<file path="src/rtl/tt_walker.sv">
module tt_walker (
  input  logic        clk,
  input  logic        rst_n,
  input  logic        req_valid,
  output logic        req_ready,
  input  logic [31:0] req_va,
  input  logic        req_mmu_en,
  input  logic [31:0] req_ttbase,
  output logic        mem_req,
  output logic [31:0] mem_addr,
  input  logic        mem_rvalid,
  input  logic [31:0] mem_rdata,
  output logic        done,
  output logic [31:0] pa,
  output logic        fault
);
  typedef enum logic [1:0] {S_IDLE, S_L1, S_L2, S_FIN} st_t;

  st_t         st;
  logic [31:0] va_q;
  logic [31:0] addr_q;

  logic        accept;
  logic [1:0]  dtype;

  assign req_ready = (st == S_IDLE);
  assign accept    = req_valid && req_ready;
  assign mem_req   = (st == S_L1) || (st == S_L2);
  assign mem_addr  = addr_q;
  assign done      = (st == S_FIN);
  assign dtype     = mem_rdata[1:0];

  always_ff @(posedge clk or negedge rst_n) begin
    if (!rst_n) begin
      st     <= S_IDLE;
      va_q   <= '0;
      addr_q <= '0;
      pa     <= '0;
      fault  <= 1'b0;
    end else begin
      case (st)
        S_IDLE: if (accept) begin
          va_q <= req_va;
          if (req_mmu_en) begin
            addr_q <= {req_ttbase[31:14], req_va[31:20], 2'b00};
            st     <= S_L1;
          end else begin
            pa    <= req_va;
            fault <= 1'b0;
            st    <= S_FIN;
          end
        end
        S_L1: if (mem_rvalid) begin
          case (dtype)
            2'b00: begin pa <= '0; fault <= 1'b1; st <= S_FIN; end
            2'b10: begin pa <= {mem_rdata[31:20], va_q[19:0]}; fault <= 1'b0; st <= S_FIN; end
            2'b01: begin addr_q <= {mem_rdata[31:10], va_q[19:12], 2'b00}; st <= S_L2; end
            default: begin addr_q <= {mem_rdata[31:12], va_q[19:10], 2'b00}; st <= S_L2; end
          endcase
        end
        S_L2: if (mem_rvalid) begin
          fault <= 1'b0;
          case (dtype)
            2'b00: begin pa <= '0; fault <= 1'b1; end
            2'b01: pa <= {mem_rdata[31:16], va_q[15:0]};
            2'b10: pa <= {mem_rdata[31:12], va_q[11:0]};
            default: pa <= {mem_rdata[31:10], va_q[9:0]};
          endcase
          st <= S_FIN;
        end
        default: st <= S_IDLE;
      endcase
    end
  end


  bypass_no_read_chk: assert property (@(posedge clk) disable iff (!rst_n)
    (accept && !req_mmu_en) |=> (done && !mem_req && !fault && pa == $past(req_va)));


  one_walk_chk: assert property (@(posedge clk) disable iff (!rst_n)
    accept |=> !req_ready);


  done_pulse_chk: assert property (@(posedge clk) disable iff (!rst_n)
    done |=> !done);


  read_hold_chk: assert property (@(posedge clk) disable iff (!rst_n)
    (mem_req && !mem_rvalid) |=> (mem_req && $stable(mem_addr)));


  fault_zero_pa_chk: assert property (@(posedge clk) disable iff (!rst_n)
    (done && fault) |-> (pa == 32'd0));


  first_read_addr_chk: assert property (@(posedge clk) disable iff (!rst_n)
    (accept && req_mmu_en) |=> (mem_req && mem_addr == {$past(req_ttbase[31:14]), $past(req_va[31:20]), 2'b00}));
endmodule

</file>
<file path="config.mk">
export PLATFORM = sky130hd
export DESIGN_NAME = tt_walker
export DESIGN_NICKNAME = d
export VERILOG_FILES = /design/src/rtl/tt_walker.sv
export SDC_FILE = /design/constraint.sdc
export NUM_CORES = 1
export LEC_CHECK = 0
export ABC_AREA = 1
export ABC_CLOCK_PERIOD_IN_PS = 1900
export CAP_MARGIN = 40
export CORE_UTILIZATION = 64
export CTS_CLUSTER_SIZE = 14
export DETAILED_ROUTE_END_ITERATION = 6
export DONT_BUFFER_PORTS = 1
export GPL_ROUTABILITY_DRIVEN = 1
export PLACE_DENSITY = 0.9
export REMOVE_ABC_BUFFERS = 1
export SLEW_MARGIN = 5
export SYNTH_ARGS = -nofsm -noshare
export SYNTH_HDL_FRONTEND = slang
export SYNTH_SLANG_ARGS = --single-unit
</file>
<file path="constraint.sdc">
create_clock -name clk -period 1.9 [get_ports clk]
set_input_delay 0.38 -clock clk [delete_from_list [all_inputs] [get_ports clk]]
set_output_delay 0.38 -clock clk [all_outputs]
set_load 0.01 [all_outputs]
</file>
==> reports/qor.yml <==
status:
  status: "finished with violations"
  violations: "hold timing"
global_route:
  grt_max_degree: 86
  grt_pass1_wl_mm: 18.6
  grt_pass1_vias: 3933
  antenna_found_initial: 0
  grt_usage: 0.321
  grt-ovfl-total: 0
worst_setup_path:
  endpoint_kind: "output pin"
  path_max_fanout: 19
  critPathArrivalTime_ns: 1.43
  cp-startpoint: "st[0]"
  cp-endpoint: "mem_req"
  reg2reg_from: "st[0]"
  cp-start-kind: "register"
  r2r_slack_ns: 0.20
  worstReg2RegEnd: "pa[16]"
  required_ns: 1.52
  ff2ff_path_depth: 8
  critPathKind: "register to output pin"
sta:
  skew_ns: 0.0114
  slew_violations: 0
  hold_viol_final: 85
  grt_setup_unrepaired: "false"
  hold_slack_ns: -0.293
  finalCriticalPeriod_ns: 1.81
  fin_crit_sh: 0.954
  clock.fmax_ghz: 0.552
  setup-tns-final_ns: 0
  final-setup-viol-count: 0
pwr:
  leakagePower_nw: 2.65
  powerDensity_mw_per_mm2: 2040
  vdd_drop_max_mv: 1.17
layout:
  multi_input_area_sq_mm: 0.00219
  final_nets: 735
  regArea_sq_mm: 0.00213
  final_cell_area_sq_mm: 0.00486
  area_growth_pct: 4.10
  fillers: 574
  drive_gt1_frac: 0.102
  utilization: 0.704
  antenna_cells: 0
route:
  routed.top_layer: "met4"
  dr.pass1.iters: 5
  vias: 4205
  dr_wl_met2_mm: 5.74
  ant_nets: 0
  drtIter0Drc: 379
  drcViolationCount: 0
  wl_met3_mm: 1.23
  wl_met1_mm: 4.50
  vias_per_cell: 5.75
  wl_mm: 11.9
  wire_per_inst_um: 16.3
synth:
  synth_top_area_frac: 0.456
  yosysUniqueCellTypes: 25
  syn_avg_cell_area_sq_um: 7.26
  synth_warnings: 0
  syn_area_sq_mm: 0.00467
  synthCells: 643
  ys_ff_latch: 85
  yosysTopAreaCell: "dfrtp_1"
  ys.flop_type: "dfrtp_1"
  synth_commonest_cells: "nand2_1 (362), dfrtp_1 (85), nand3_1 (32)"
  synth_area_leaders: "dfrtp_1 (46%), nand2_1 (29%), nand3_1 (3.4%)"
  async_flop_share: 1.00
  ys_seq_area_frac: 0.456
  synth-edff-count: 0
  yosysMostFrequentCell: "nand2_1"
clock_tree:
  worstSkewPairLatency_ns: 0.36
  clock-sinks: 85
  cts_buffers: 9
  path_clk_slew_ns: 0.09
  clockBufferDepth: 2
  tritoncts: "done"
  cts_setup_buffers: 0
  root_buffer: "clkbuf_8"
  ctsHtreeMaxLevel: 3
min_path:
  hold_class: "primary input to async pin"
floorplanning:
  ios: 169
  core-area_sq_mm: 0.00691
  die_x_um: 87.4
  rows: 30
  fp.dieH_um: 87.4
  start_util: 0.676
  die-area_sq_mm: 0.00764
place:
  post-dp-hpwl_mm: 8.22
  portBuffers: 0
  dpl_cell_area_sq_mm: 0.00466
  place_congestion: 0.897
flow_run:
  cap_violations: 0
## final cells by class
cell class              count  share of cell area
well taps                  96              0.0247
multi-input cells         491               0.451
inverters                  32              0.0263
clock inverters             7              0.0121
clock buffers               9              0.0255
flip-flops and latches     85               0.438
repair buffers             11              0.0229
## cells in the final DEF (no fill, tap or decap)
master      instances
nand2_1           362
dfrtp_1            85
nand3_1            32
inv_1              27
o21ai_1            20
mux2_2             14
nor2_1             14
o21ai_0            11
clkbuf_8            9
buf_4               8
nor3_1              7
nand4_1             6
nand2_2             5
or2_2               4
inv_2               3
inv_6               3
a21oi_1             3
ha_2                3
nand3_4             2
nor2_4              2
conb_1              2
clkinv_4            2
buf_12              2
nor2_8              1
nand2_4             1
nand3_2             1
inv_4               1
ha_1                1
inv_8               1
clkinv_2            1
clkinvlp_4          1
buf_6               1
## per-stage QoR
stage | cells | total power (W) | worst slack [ns]
finish | 731 | 0.00992 | 0.0868
floorplan | 608 | 0.00699 | -1.02
global placement | 715 | 0.00836 | 0.110
global route | 731 | 0.0108 | 0.0240
detailed placement | 715 | 0.00863 | 0.0448
CTS | 731 | 0.00985 | 0.0219
## worst min-delay path by stage
stage | endpoint | depth (start not counted)
floorplan | fault | 0
global placement | mem_addr[14] | 0
detailed placement | mem_addr[14] | 0
CTS | mem_addr[21] | 0
global route | mem_addr[20] | 0
finish | va_q[14] | 0
## layer usage
| metal | GRT usage | vias to the layer above |
|---|---|---|
| met2 | 0.526 | 247 |
| met4 | 0.156 | 0 |
| met5 | 0 | - |
| met1 | 0.396 | 1960 |
| met3 | 0.0806 | 45 |
| li1 | - | 1953 |
## critical path: stages, from the launching register on
cell and delay [ns]:
dfrtp_1 0.40, inv_1 0.09, ha_2 0.37, buf_6 0.21
## report_power, final
group          leakage [nW]  internal [W]  total (W)  switching (W)
Sequential             1.06       0.00269    0.00358       0.000891
Combinational          1.50       0.00177    0.00512        0.00336
Clock                0.0921      0.000496    0.00121       0.000719
## cells by family (layout without fill, tap and decap cells)
| group | after synthesis | after routing | synth area share |
|---|---|---|---|
| simple gates | 437 | 437 | 0.384 |
| flops | 85 | 85 | 0.456 |
| buf+inv | 68 | 59 | 0.0785 |
| compound gates | 34 | 34 | 0.0364 |
| mux | 14 | 14 | 0.0338 |
| fa+ha+maj | 4 | 4 | 0.0107 |
| other cells | 1 | 2 | 0.000803 |
## flip-flops by register name (all words and copies together), names as in the netlist
name	flops
va_q	20
mem_addr	30
st	2
fault	1
pa	32
## repair_timing
action                                 CTS  global route
resized for setup                        0             7
setup endpoints to repair                0            70
endpoints found under the hold margin   85            85
Power figures use the tool's default switching activity.
